==> src/rtl/irq_scan_pkg.sv <==
package irq_scan_pkg;

   typedef enum logic [3:0] {
      ST_IDLE,
      ST_PICK,
      ST_SRC_RD,
      ST_SRC_WAIT,
      ST_SRC_CLR,
      ST_STS_RD,
      ST_STS_WAIT,
      ST_STS_CLR,
      ST_DONE
   } scan_state_e;

   typedef enum logic [1:0] {
      PH_ENG,
      PH_PRI,
      PH_SEC,
      PH_END
   } scan_phase_e;

   localparam logic [7:0] BYTE_SET = 8'hFF;

endpackage

==> src/rtl/irq_next_unit.sv <==
// Finds the lowest set mask bit at or above a cursor position.
module irq_next_unit #(
   parameter int N  = 64,
   parameter int CW = 7
) (
   input  logic [N-1:0]  mask_i,
   input  logic [CW-1:0] from_i,
   output logic          found_o,
   output logic [CW-1:0] idx_o
);

   always_comb begin
      found_o = 1'b0;
      idx_o   = '0;
      for (int i = N - 1; i >= 0; i--) begin
         if (mask_i[i] && (CW'(i) >= from_i)) begin
            found_o = 1'b1;
            idx_o   = CW'(i);
         end
      end
   end

endmodule

==> src/rtl/irq_byte_judge.sv <==
// Classifies a report byte: received when nonzero, malformed when not the set pattern.
module irq_byte_judge
   import irq_scan_pkg::*;
(
   input  logic [7:0] byte_i,
   output logic       recv_o,
   output logic       bad_o
);

   assign recv_o = |byte_i;
   assign bad_o  = recv_o && (byte_i != BYTE_SET);

endmodule

==> src/rtl/irq_addr_gen.sv <==
// Source and status byte addresses for a unit and bit slot.
module irq_addr_gen #(
   parameter int ADDR_W    = 12,
   parameter int UW        = 6,
   parameter int BW        = 4,
   parameter int SRC_BASE  = 1024,
   parameter int STS_BASE  = 0,
   parameter int REC_BYTES = 16
) (
   input  logic [UW-1:0]     unit_i,
   input  logic [BW-1:0]     bit_i,
   output logic [ADDR_W-1:0] src_addr_o,
   output logic [ADDR_W-1:0] sts_addr_o
);

   localparam bit REC_POW2 = (REC_BYTES & (REC_BYTES - 1)) == 0;

   logic [ADDR_W-1:0] rec_off;

   assign src_addr_o = ADDR_W'(SRC_BASE) + ADDR_W'(unit_i);

   generate
      if (REC_POW2) begin : g_shift
         assign rec_off = ADDR_W'(unit_i) << BW;
      end else begin : g_mult
         assign rec_off = ADDR_W'(unit_i) * ADDR_W'(REC_BYTES);
      end
   endgenerate

   assign sts_addr_o = ADDR_W'(STS_BASE) + rec_off + ADDR_W'(bit_i);

endmodule

==> src/rtl/irq_report_scanner.sv <==
module irq_report_scanner
   import irq_scan_pkg::*;
#(
   parameter int NUM_UNITS   = 64,
   parameter int ADDR_W      = 12,
   parameter int SRC_BASE    = 1024,
   parameter int STS_BASE    = 0,
   parameter int REC_BYTES   = 16,
   parameter int PRI_CTL_IDX = 25,
   parameter int SEC_CTL_IDX = 26,
   parameter int ENG_BIT     = 0,
   parameter int CTL_BIT     = 15
) (
   input  logic                          clk,
   input  logic                          rst_n,
   input  logic                          start_i,
   input  logic [NUM_UNITS-1:0]          unit_en_i,
   input  logic                          sec_ctl_en_i,
   output logic                          mem_req_o,
   output logic                          mem_we_o,
   output logic [ADDR_W-1:0]             mem_addr_o,
   output logic [7:0]                    mem_wdata_o,
   input  logic                          mem_rvalid_i,
   input  logic [7:0]                    mem_rdata_i,
   output logic                          disp_valid_o,
   output logic [$clog2(NUM_UNITS)-1:0]  disp_unit_o,
   output logic [$clog2(REC_BYTES)-1:0]  disp_bit_o,
   output logic                          err_valid_o,
   output logic [7:0]                    err_value_o,
   output logic [ADDR_W-1:0]             err_addr_o,
   output logic                          busy_o,
   output logic                          done_o
);

   localparam int UW = $clog2(NUM_UNITS);
   localparam int BW = $clog2(REC_BYTES);
   localparam int CW = UW + 1;
   localparam logic [NUM_UNITS-1:0] CTL_MASK =
      (NUM_UNITS'(1) << PRI_CTL_IDX) | (NUM_UNITS'(1) << SEC_CTL_IDX);

   // elaboration-time parameter checks
   generate
      if (NUM_UNITS < 4) begin : g_bad_units
         $error("NUM_UNITS must be at least 4");
      end
      if (REC_BYTES < 2) begin : g_bad_rec
         $error("REC_BYTES must be at least 2");
      end
      if (PRI_CTL_IDX == SEC_CTL_IDX || PRI_CTL_IDX >= NUM_UNITS || SEC_CTL_IDX >= NUM_UNITS) begin : g_bad_ctl
         $error("controller indices must be distinct and below NUM_UNITS");
      end
      if (ENG_BIT >= REC_BYTES || CTL_BIT >= REC_BYTES) begin : g_bad_bit
         $error("dispatch bits must lie inside a status record");
      end
      if (SRC_BASE + NUM_UNITS > (1 << ADDR_W) || STS_BASE + NUM_UNITS * REC_BYTES > (1 << ADDR_W)) begin : g_bad_addr
         $error("report areas do not fit in the address space");
      end
   endgenerate

   scan_state_e          state_q;
   scan_phase_e          phase_q;
   logic [CW-1:0]        cursor_q;
   logic [UW-1:0]        unit_q;
   logic [BW-1:0]        bit_q;
   logic [NUM_UNITS-1:0] en_q;
   logic                 sec_q;
   logic [7:0]           byte_q;

   logic [NUM_UNITS-1:0] eng_mask;
   logic                 nxt_found;
   logic [CW-1:0]        nxt_idx;
   logic [ADDR_W-1:0]    src_addr, sts_addr;
   logic                 rd_recv, rd_bad_unused, held_recv_unused, held_bad;
   logic                 src_phase;

   assign eng_mask = en_q & ~CTL_MASK;

   irq_next_unit #(.N(NUM_UNITS), .CW(CW)) u_next (
      .mask_i  (eng_mask),
      .from_i  (cursor_q),
      .found_o (nxt_found),
      .idx_o   (nxt_idx)
   );

   irq_addr_gen #(
      .ADDR_W(ADDR_W), .UW(UW), .BW(BW), .SRC_BASE(SRC_BASE),
      .STS_BASE(STS_BASE), .REC_BYTES(REC_BYTES)
   ) u_addr (
      .unit_i     (unit_q),
      .bit_i      (bit_q),
      .src_addr_o (src_addr),
      .sts_addr_o (sts_addr)
   );

   irq_byte_judge u_judge_rd (
      .byte_i (mem_rdata_i),
      .recv_o (rd_recv),
      .bad_o  (rd_bad_unused)
   );

   irq_byte_judge u_judge_held (
      .byte_i (byte_q),
      .recv_o (held_recv_unused),
      .bad_o  (held_bad)
   );

   always_ff @(posedge clk or negedge rst_n) begin
      if (!rst_n) begin
         state_q  <= ST_IDLE;
         phase_q  <= PH_ENG;
         cursor_q <= '0;
         unit_q   <= '0;
         bit_q    <= '0;
         en_q     <= '0;
         sec_q    <= 1'b0;
         byte_q   <= '0;
      end else begin
         unique case (state_q)
            ST_IDLE: begin
               if (start_i) begin
                  en_q     <= unit_en_i;
                  sec_q    <= sec_ctl_en_i;
                  phase_q  <= PH_ENG;
                  cursor_q <= '0;
                  state_q  <= ST_PICK;
               end
            end
            ST_PICK: begin
               unique case (phase_q)
                  PH_ENG: begin
                     if (nxt_found) begin
                        unit_q   <= nxt_idx[UW-1:0];
                        bit_q    <= BW'(ENG_BIT);
                        cursor_q <= nxt_idx + CW'(1);
                        state_q  <= ST_SRC_RD;
                     end else begin
                        phase_q <= PH_PRI;
                     end
                  end
                  PH_PRI: begin
                     unit_q  <= UW'(PRI_CTL_IDX);
                     bit_q   <= BW'(CTL_BIT);
                     phase_q <= PH_SEC;
                     state_q <= ST_SRC_RD;
                  end
                  PH_SEC: begin
                     phase_q <= PH_END;
                     if (sec_q) begin
                        unit_q  <= UW'(SEC_CTL_IDX);
                        bit_q   <= BW'(CTL_BIT);
                        state_q <= ST_SRC_RD;
                     end
                  end
                  default: state_q <= ST_DONE;
               endcase
            end
            ST_SRC_RD: state_q <= ST_SRC_WAIT;
            ST_SRC_WAIT: begin
               if (mem_rvalid_i) begin
                  byte_q  <= mem_rdata_i;
                  state_q <= rd_recv ? ST_SRC_CLR : ST_PICK;
               end
            end
            ST_SRC_CLR: state_q <= ST_STS_RD;
            ST_STS_RD:  state_q <= ST_STS_WAIT;
            ST_STS_WAIT: begin
               if (mem_rvalid_i) begin
                  byte_q  <= mem_rdata_i;
                  state_q <= rd_recv ? ST_STS_CLR : ST_PICK;
               end
            end
            ST_STS_CLR: state_q <= ST_PICK;
            ST_DONE:    state_q <= ST_IDLE;
            default:    state_q <= ST_IDLE;
         endcase
      end
   end

   assign src_phase = (state_q == ST_SRC_RD) || (state_q == ST_SRC_WAIT) ||
                      (state_q == ST_SRC_CLR);

   assign mem_req_o   = (state_q == ST_SRC_RD) || (state_q == ST_STS_RD) ||
                        (state_q == ST_SRC_CLR) || (state_q == ST_STS_CLR);
   assign mem_we_o    = (state_q == ST_SRC_CLR) || (state_q == ST_STS_CLR);
   assign mem_addr_o  = src_phase ? src_addr : sts_addr;
   assign mem_wdata_o = 8'h00;

   assign disp_valid_o = (state_q == ST_STS_CLR);
   assign disp_unit_o  = unit_q;
   assign disp_bit_o   = bit_q;

   assign err_valid_o = mem_we_o && held_bad;
   assign err_value_o = byte_q;
   assign err_addr_o  = mem_addr_o;

   assign busy_o = (state_q != ST_IDLE);
   assign done_o = (state_q == ST_DONE);

endmodule

==> config.mk <==
export PLATFORM = sky130hd
export DESIGN_NAME = irq_report_scanner
export DESIGN_NICKNAME = d
export VERILOG_FILES = /design/src/rtl/irq_scan_pkg.sv /design/src/rtl/irq_next_unit.sv /design/src/rtl/irq_byte_judge.sv /design/src/rtl/irq_addr_gen.sv /design/src/rtl/irq_report_scanner.sv
export SDC_FILE = /design/constraint.sdc
export NUM_CORES = 1
export LEC_CHECK = 0
export CAP_MARGIN = 5
export CORE_UTILIZATION = 50
export CTS_CLUSTER_DIAMETER = 150
export CTS_CLUSTER_SIZE = 25
export DETAILED_ROUTE_END_ITERATION = 16
export PLACE_DENSITY = 0.78
export SLEW_MARGIN = 25
export SYNTH_ARGS = -nofsm -noshare
export SYNTH_HDL_FRONTEND = slang
export SYNTH_SLANG_ARGS = --single-unit
==> constraint.sdc <==
create_clock -name clk -period 5.2 [get_ports clk]
set_input_delay 1.04 -clock clk [delete_from_list [all_inputs] [get_ports clk]]
set_output_delay 1.04 -clock clk [all_outputs]
set_load 0.01 [all_outputs]
* Word-level counts from Yosys, hierarchy flattened *
Cells that the tools add are included.

storage, ports and cells
  word-level logic and storage cells = 327
  bits of input ports = 77
  register bits = 96

operators by class
  order comparisons = 62
  eq/ne operators = 22
  mux-type cells = 148
  $add $sub $neg = 3
  reductions and logical operators = 84

operators by type and width
  kind                                                                    number
  6-bit two-way mux                                                       64
  6-bit by 7-bit >= comparator with 1-bit output (first input constant)   32
  5-bit by 7-bit >= comparator with 1-bit output (first input constant)   14
  1-bit logical AND                                                       64
  1-bit two-way mux                                                       62
  4-bit by 7-bit >= comparator with 1-bit output (first input constant)   8
  4-bit case mux with 8 select lines                                      1
  3-bit by 7-bit >= comparator with 1-bit output (first input constant)   4
  4-bit two-way mux                                                       7
  4-bit case mux with 3 select lines                                      2
  7-bit two-way mux                                                       3
  6-bit case mux with 3 select lines                                      1
  4-bit by 3-bit equality test with 1-bit output (second input constant)  4
  8-bit OR reduction                                                      2
  1-bit by 7-bit >= comparator with 1-bit output (first input constant)   2
  2-bit by 7-bit >= comparator with 1-bit output (first input constant)   2
  7-bit case mux with 2 select lines                                      1
  11-bit by 6-bit adder with 12-bit output (first input constant)         1
  12-bit two-way mux                                                      1
  2-bit != test (second input constant)                                   6
  4-bit AND reduction                                                     3
  10-bit by 4-bit adder with 11-bit output                                1
  3-bit != test (second input constant)                                   3
  4-bit by 2-bit equality test with 1-bit output (second input constant)  2
  other kinds (21)                                                        29

* Logic depth before layout (Yosys ltp) *
Gate-level depths: netlist of run 1.

  depth after elaboration = 68
  gate-level depth with buffers = 16
  gate-level depth less buffers = 13

* Modules after synthesis *
From an unflattened synthesis of run 1, not the netlist that was laid out.

second synthesis, totals
  cells, all modules = 695
  area total of the unflattened synthesis = 6465.0 um^2

by module, submodules not included
  module              area an instance (um^2)  cells each  seq. area each (um^2)  instances
  irq_report_scanner  4127.7                   313         2277.2                 1
  irq_next_unit       2077.0                   344         0.0                    1
  irq_addr_gen        187.7                    26          0.0                    1
  irq_byte_judge      36.3                     6           0.0                    2

* Least setup slack after synthesis of run 1 *
OpenSTA, ideal clock, no wires.

  path kind = reg2out
  from = reg state_q[2]
  to = out mem_addr_o[5]
  buffers on the path = 3
  arrival time = 1.917 ns
  stages on the path, launching flop included = 9
  path slack = 2.243 ns
  path through = dfrtp_1 > clkbuf_1 > inv_1 > nor3_1 > a21oi_1 > nor2_1 > clkbuf_1 > mux2_2 > buf_4

between the ends
  longest elaborated chain between the ends = 4

ends and longest elaborated chain
  what                                            line                       RTL
  start, declared                                 irq_report_scanner.sv:60   scan_state_e state_q;
  start signal, assigned                          irq_report_scanner.sv:161  state_q <= rd_recv ? ST_SRC_CLR : ST_PICK;
  start signal, assigned                          irq_report_scanner.sv:169  state_q <= rd_recv ? ST_STS_CLR : ST_PICK;
  4-bit by 2-bit equality test with 1-bit output  irq_report_scanner.sv:179  assign src_phase = (state_q == ST_SRC_RD) || (state_q == ST_SRC_WAIT) ||
  1-bit logical OR                                irq_report_scanner.sv:179
  1-bit logical OR *                              irq_report_scanner.sv:179
  named net src_phase                             irq_report_scanner.sv:74   logic src_phase;
  12-bit two-way mux *                            irq_report_scanner.sv:185  assign mem_addr_o = src_phase ? src_addr : sts_addr;
  end, declared                                   irq_report_scanner.sv:21   output logic [ADDR_W-1:0] mem_addr_o,

The timed path passes the listed nets; every way through them passes the cells marked *.

* Worst setup path in the final report of run 1 *
  from = reg cursor_q[2]
  to = reg cursor_q[4]

between the ends
  longest elaborated chain between the ends = 68

ends and longest elaborated chain
  what                                            line                       RTL
  start, declared                                 irq_report_scanner.sv:62   logic [CW-1:0] cursor_q;
  start signal, assigned                          irq_report_scanner.sv:134  cursor_q <= nxt_idx + CW'(1);
  6-bit by 7-bit >= comparator with 1-bit output  irq_next_unit.sv:16        if (mask_i[i] && (CW'(i) >= from_i)) begin
  1-bit logical AND                               irq_next_unit.sv:16
  6-bit two-way mux (62 in a row)                 irq_next_unit.sv:16
  7-bit by 1-bit adder with 7-bit output          irq_report_scanner.sv:134
  7-bit two-way mux                               irq_report_scanner.sv:131  if (nxt_found) begin
  7-bit two-way mux                               irq_report_scanner.sv:129  unique case (phase_q)
  7-bit case mux with 2 select lines              irq_report_scanner.sv:118  unique case (state_q)

Several ways; a longest one is shown, not always the timed one. The select of a mux whose other input is x is not followed.
A chain may end at the register's enable or synchronous reset.

==> results of run 1 <==
## sequential cells by signal, indices dropped and copies added, names as in the netlist
| name | cells |
|---|---|
| en_q | 62 |
| err_value_o | 8 |
| cursor_q | 7 |
| disp_unit_o | 6 |
| state_q | 4 |
| phase_q | 2 |
| disp_bit_o | 1 |
| sec_q | 1 |
## per-stage QoR
stage	utilization	power, uW	setup WS, ns
CTS	0.6312	5217	1.040
detailed placement	0.6057	4465	1.136
global route	0.6312	5595	0.7051
finish	0.6312	5247	0.8442
global placement	0.6057	4369	1.262
floorplan	-	3553	2.243
## worst reg2reg max path: stages (launching register included)
cell and delay (ns):
dfrtp_1 0.93, buf_4 0.32, nand4_1 0.20, o21ai_1 0.30, o211ai_1 0.16, a2111oi_0 0.53
nor4_1 0.15, o31ai_1 0.49, and2_4 0.25, nor2_1 0.05, nor2_1 0.12, ha_1 0.21
nand4_1 0.17, xnor2_1 0.24, o21ai_0 0.10
## cells in the mapped netlist, types with 4 or more instances
master	number	area, sq um
a211oi_1	4	30.03
a21o_1	12	90.09
a21oi_1	36	180.2
a22o_1	4	35.03
a22oi_1	6	45.04
a31oi_1	6	37.54
and2_1	4	25.02
and3_1	6	37.54
buf_1	5	18.77
buf_2	11	55.05
buf_4	35	262.8
buf_6	8	90.09
clkbuf_1	9	33.78
dfrtp_1	91	2277
ha_1	5	62.56
inv_1	19	71.32
mux2_2	73	822.0
nand2_1	42	157.7
nand2b_1	12	75.07
nand3_1	28	140.1
nand4_1	11	68.82
nand4b_1	4	35.03
nor2_1	36	135.1
nor2b_1	22	137.6
nor3_1	6	30.03
nor3_2	4	40.04
nor3b_1	11	82.58
nor4_1	4	25.02
o2111ai_1	6	52.55
o211ai_1	20	150.1
o21a_1	5	37.54
o21ai_0	29	145.1
o21ai_1	11	55.05
o22ai_1	4	25.02
o31ai_1	9	67.56
xnor2_1	4	35.03
## logic make-up after synthesis
group                      count (synthesis)  share of synthesized area
other                                      1                  0.0005658
AOI/OAI and AO/OA                        212                     0.2401
and+or+nand+nor                          216                     0.1920
buffers and inverters                     90                    0.08193
DFF                                       91                     0.3436
xor gates and xnor gates                   4                   0.005285
muxes                                     75                     0.1271
adders and majority gates                  5                   0.009439
## final cells by class
cell class	count	area, sq um	share of cell area
multi-input cells	522	3844	0.4767
flip-flops and latches	91	2277	0.2824
repair buffers	136	1319	0.1636
clock buffers	10	239.0	0.02964
well taps	172	215.2	0.02669
clock inverters	6	86.33	0.01071
inverters	22	82.58	0.01024
## cell usage in the layout (no fill, tap or decap), types with 5 or more instances in the layout
master,count
a21o_1,12
o2111ai_1,6
nand2b_1,12
a22oi_1,6
nand2_1,41
mux2_2,73
a21oi_1,36
and3_1,6
o31ai_1,9
ha_1,5
nor3_1,6
nand4_1,11
o21a_1,5
nor2_1,36
o21ai_0,29
inv_1,19
buf_4,17
nor2b_1,22
nand3_1,28
clkdlybuf4s50_1,119
nor3b_1,11
conb_1,10
clkbuf_16,9
a31oi_1,6
dfrtp_1,91
o21ai_1,11
o211ai_1,20
## routing by layer
layer,routed length (um),vias up,share of wire,track usage
li1,-,2762,-,-
met3,1630,37,0.087,0.05201
met1,8202,2898,0.44,0.3866
met2,8393,310,0.45,0.4316
met4,413,0,0.022,0.1105
met5,0,-,0,0
## path summary, 6_finish.rpt
path	to	start	slack, ns
worst min register to register	en_q[43]$_DFFE_PN0P_	en_q[43]$_DFFE_PN0P_	0.53
worst min-delay path	en_q[43]$_DFFE_PN0P_	en_q[43]$_DFFE_PN0P_	0.53
worst max register to register	cursor_q[4]$_DFFE_PN0P_	cursor_q[2]$_DFFE_PN0P_	0.84
min in group asynchronous	en_q[56]$_DFFE_PN0P_	rst_n	0.64
worst max-delay path	cursor_q[4]$_DFFE_PN0P_	cursor_q[2]$_DFFE_PN0P_	0.84
max in group asynchronous	cursor_q[6]$_DFFE_PN0P_	rst_n	3.51
## report_power, final
group	total, uW	internal (uW)	switching, uW
registers	1530	1050	479
logic	3000	1460	1540
clock network	719	434	285
total	5250	2950	2300
==> results_dict.tcl, run 1 <==
set metrics [dict create \
    post_cts_buffers 0 \
    critPathCaptureType "register" \
    ys_warn_count 0 \
    crit_path_max_fanout 24 \
    crit_buf_inv 1 \
    start_util 0.5189 \
    status "finished clean" \
    htreeDepth 3 \
    antennaDiodeCount 0 \
    crit_required_ns 5.40 \
    maxSlewViolCount 0 \
    place_congestion 0.9784 \
    ant_nets 0 \
    drive_gt1_frac 0.1906 \
    startpoint_type "register" \
    clk_path_buf_depth 2 \
    finClkSkew_ns 0.007644 \
    power_density_nw_per_um2 650.8 \
    cts_tree "built" \
    slew-limit-headroom 0.3839 \
    hp-class "register to register" \
    die-area_sq_um 13720 \
    nFillCells 1041 \
    first_global_vias 5693 \
    syn_area_per_cell_sq_um 9.550 \
    cp_cell_sequence "buf_4 -> nand4_1 -> o21ai_1 -> o211ai_1 -> a2111oi_0 -> nor4_1 -> o31ai_1 -> and2_4 -> nor2_1 -> nor2_1 -> ha_1 -> nand4_1 -> xnor2_1 -> o21ai_0" \
    cts_hold_buf 0 \
    cp_num_cells 14 \
    wire_per_inst_um 19.44 \
    num_rows 41 \
    fmax_mhz 229.6 \
    rsz0062_at_grt "false" \
    critPathKind "register to register" \
    final_nets 864 \
    finalSetupViolCount 0 \
    ys_types 92 \
    ioPinCount 133 \
    synth_edf_count 0 \
    syn_inst 694 \
    holdPathStages 1 \
    finalCritPeriodShare 0.8377 \
    drtIter0Drc 682 \
    cts-root-buf "clkbuf_16" \
    cts.clk_slew.worst_paths_ns 0.07 \
    dpl_cell_area_sq_um 7737 \
    grt_max_degree 56 \
    synth_ff_type "dfrtp_1" \
    cts_made_buffers 9 \
    tightest_slew_ns 0.9170 \
    overflow 0 \
    ys_seq_area_frac 0.3436 \
    synth_area_sq_um 6628 \
    critPathSlowestCell "dfrtp_1" \
    critPathTopFamily "compound AO/OA/AOI/OAI gates" \
    antenna_found_initial 0 \
    area_growth_syn_to_layout_pct 21.65 \
    final_cells 959 \
    dp_hpwl_mm 13.70 \
    max-vdd-ir-drop_mv 0.3304 \
    fin_setup_tns_ns 0 \
    insertion_delay_ns 0.35 \
    routed_via_density 6.264 \
    port_buffers 120 \
    cts.sinks 91 \
    track_usage 0.2790 \
    die_w_um 117.1 \
    max_cap_violations 0 \
    timing.hold.ws_ns 0.5283 \
    reg2reg_depth 14 \
    drt_wl_total_mm 18.64 \
    cts_resized 0 \
    grt_pass1_wl_mm 29.21 \
    place_inst 943 \
    core_sq_um 12770 \
    hold_viol_final 0 \
    async_flop_share 1.000 \
    dieHeight_um 117.1 \
    drc 0 \
    cp.arrival_ns 4.56 \
    synth-seq-cells 91 \
    final_area_sq_um 8063 \
    first_pass_iters 5 \
    finalCriticalPeriod_ns 4.356 \
    leakagePower_uw 0.003283 \
    vias 6007 \
    cpPeakStageDelay_ns 0.93 \
]
No activity file was read; power rests on OpenSTA's default activity.
==> inputs of run 2 (changes only) <==
clock period = 4.2 ns   (was 5.2 ns; I/O delays follow)
==> run 2 against run 1 <==
Critical path depth did not move. Core utilization rose by 1.7 points. Clock skew rose by 0.0029 ns. Combinational power rose by 32%. Setup slack got worse by 0.43 ns. Die area did not move.
==> results_dict.tcl, run 2 (synthesis results as in run 1) <==
set metrics [dict create \
    dpl_cell_area_sq_um 7970 \
    regMostFlops "en_q" \
    fmax_mhz 264.5 \
    clk_path_buf_depth 2 \
    post_cts_buffers 0 \
    max_cap_violations 0 \
    leakagePower_uw 0.003413 \
    vias 6089 \
    drc 0 \
    rrSetupSlack_ns 0.42 \
    cts_resized 0 \
    cts.clk_slew.worst_paths_ns 0.07 \
    timing.hold.ws_ns 0.5173 \
    routed_via_density 6.182 \
    cp.arrival_ns 3.99 \
    power_density_nw_per_um2 804.5 \
    startpoint_type "register" \
    track_usage 0.2893 \
    largest_reg_flops 62 \
    die_w_um 117.1 \
    rsz0062_at_grt "false" \
    first_global_vias 5865 \
    num_rows 41 \
    cp_cell_sequence "buf_4 -> o21ai_1 -> a32oi_2 -> nand2_1 -> or4_1 -> nor4_1 -> o31ai_1 -> and2_4 -> nor2_1 -> nor2_1 -> ha_1 -> nand4_1 -> xnor2_1 -> o21ai_0" \
    cpPeakStageDelay_ns 0.66 \
    worstSetupEndpoint "cursor_q[4]$_DFFE_PN0P_" \
    status "finished clean" \
    dieHeight_um 117.1 \
    first_pass_iters 5 \
    cts-root-buf "clkbuf_16" \
    crit_required_ns 4.41 \
    finalCriticalPeriod_ns 3.781 \
    final_area_sq_um 8277 \
    hp-class "register to register" \
    tightest_slew_ns 0.8693 \
    die-area_sq_um 13720 \
    reg2reg_depth 14 \
    htreeDepth 3 \
    finalCritPeriodShare 0.9003 \
    grt_pass1_wl_mm 30.08 \
    wire_per_inst_um 19.16 \
    antennaDiodeCount 0 \
    critPathSlowestCell "dfrtp_1" \
    start_util 0.5189 \
    final_common_cell "clkdlybuf4s50_1" \
    final_cell_mix "119 x clkdlybuf4s50_1, 91 x dfrtp_1, 73 x mux2_2, 41 x nand2_1, 40 x buf_4" \
    port_buffers 120 \
    hold_viol_final 0 \
    crit_path_max_fanout 12 \
    insertion_delay_ns 0.36 \
    critPathCaptureType "register" \
    cts_hold_buf 0 \
    cts.sinks 91 \
    critPathTopFamily "simple AND/OR/NAND/NOR gates" \
    antenna_found_initial 0 \
    slew-limit-headroom 0.4205 \
    r2r-start "cursor_q[3]$_DFFE_PN0P_" \
    ant_nets 0 \
    cts_tree "built" \
    critPathKind "register to register" \
    overflow 0 \
    drive_gt1_frac 0.2165 \
    maxSlewViolCount 0 \
    crit_path_start "cursor_q[3]$_DFFE_PN0P_" \
    dp_hpwl_mm 14.07 \
    crit_top_cell "nor2_1" \
    drt_wl_total_mm 18.87 \
    crit_buf_inv 1 \
    fin_setup_tns_ns 0 \
    reg2reg_to "cursor_q[4]$_DFFE_PN0P_" \
    finalSetupViolCount 0 \
    area_growth_syn_to_layout_pct 24.88 \
    cts_made_buffers 9 \
    core_sq_um 12770 \
    grt_max_degree 70 \
    final_nets 890 \
    drtIter0Drc 618 \
    place_congestion 0.9525 \
    cp_num_cells 14 \
    finClkSkew_ns 0.01053 \
    max-vdd-ir-drop_mv 0.4362 \
    ioPinCount 133 \
]
==> run 2: cell type report <==
type                            count  area, sq um
Clock buffer                        9        225.2
Clock inverter                      7        81.33
Fill cell                        1006         4497
Inverter                           22        82.58
Multi-Input combinational cell    522         3844
Sequential cell                    91         2277
Tap cell                          172        215.2
Timing Repair Buffer              162         1551
==> run 2: metal layers <==
layer | global-route usage | up-vias | wire (um)
met4 | 0.1139 | 0 | 495
met3 | 0.06231 | 46 | 1471
li1 | - | 2812 | -
met1 | 0.3948 | 2948 | 8377
met5 | 0 | - | 0
met2 | 0.4481 | 283 | 8525
==> run 2: worst min path at each step <==
stage,to,cells past startpoint,slack [ns],startpoint
detailed placement,en_q[58]$_DFFE_PN0P_,1,0.50,en_q[58]$_DFFE_PN0P_
global route,en_q[62]$_DFFE_PN0P_,1,0.54,en_q[62]$_DFFE_PN0P_
global placement,en_q[60]$_DFFE_PN0P_,1,0.49,en_q[60]$_DFFE_PN0P_
finish,en_q[58]$_DFFE_PN0P_,1,0.52,en_q[58]$_DFFE_PN0P_
floorplan,en_q[6]$_DFFE_PN0P_,1,0.47,en_q[6]$_DFFE_PN0P_
CTS,en_q[58]$_DFFE_PN0P_,1,0.52,en_q[58]$_DFFE_PN0P_
==> run 2: power breakdown <==
group / total (uW) / switching [uW] / internal [uW]
Combinational: 3970 / 2010 / 1960
Clock: 845 / 372 / 473
Sequential: 1840 / 538 / 1300
==> run 2: stage by stage <==
| stage | setup slack (ns) | power [uW] | cells | utilization |
|---|---|---|---|---|
| floorplan | 1.272 | 4398 | 703 | - |
| global placement | 0.5184 | 5627 | 969 | 0.6240 |
| detailed placement | 0.5115 | 5741 | 969 | 0.6240 |
| CTS | 0.4745 | 6617 | 985 | 0.6480 |
| global route | 0.1096 | 7105 | 985 | 0.6480 |
| finish | 0.4187 | 6659 | 985 | 0.6480 |
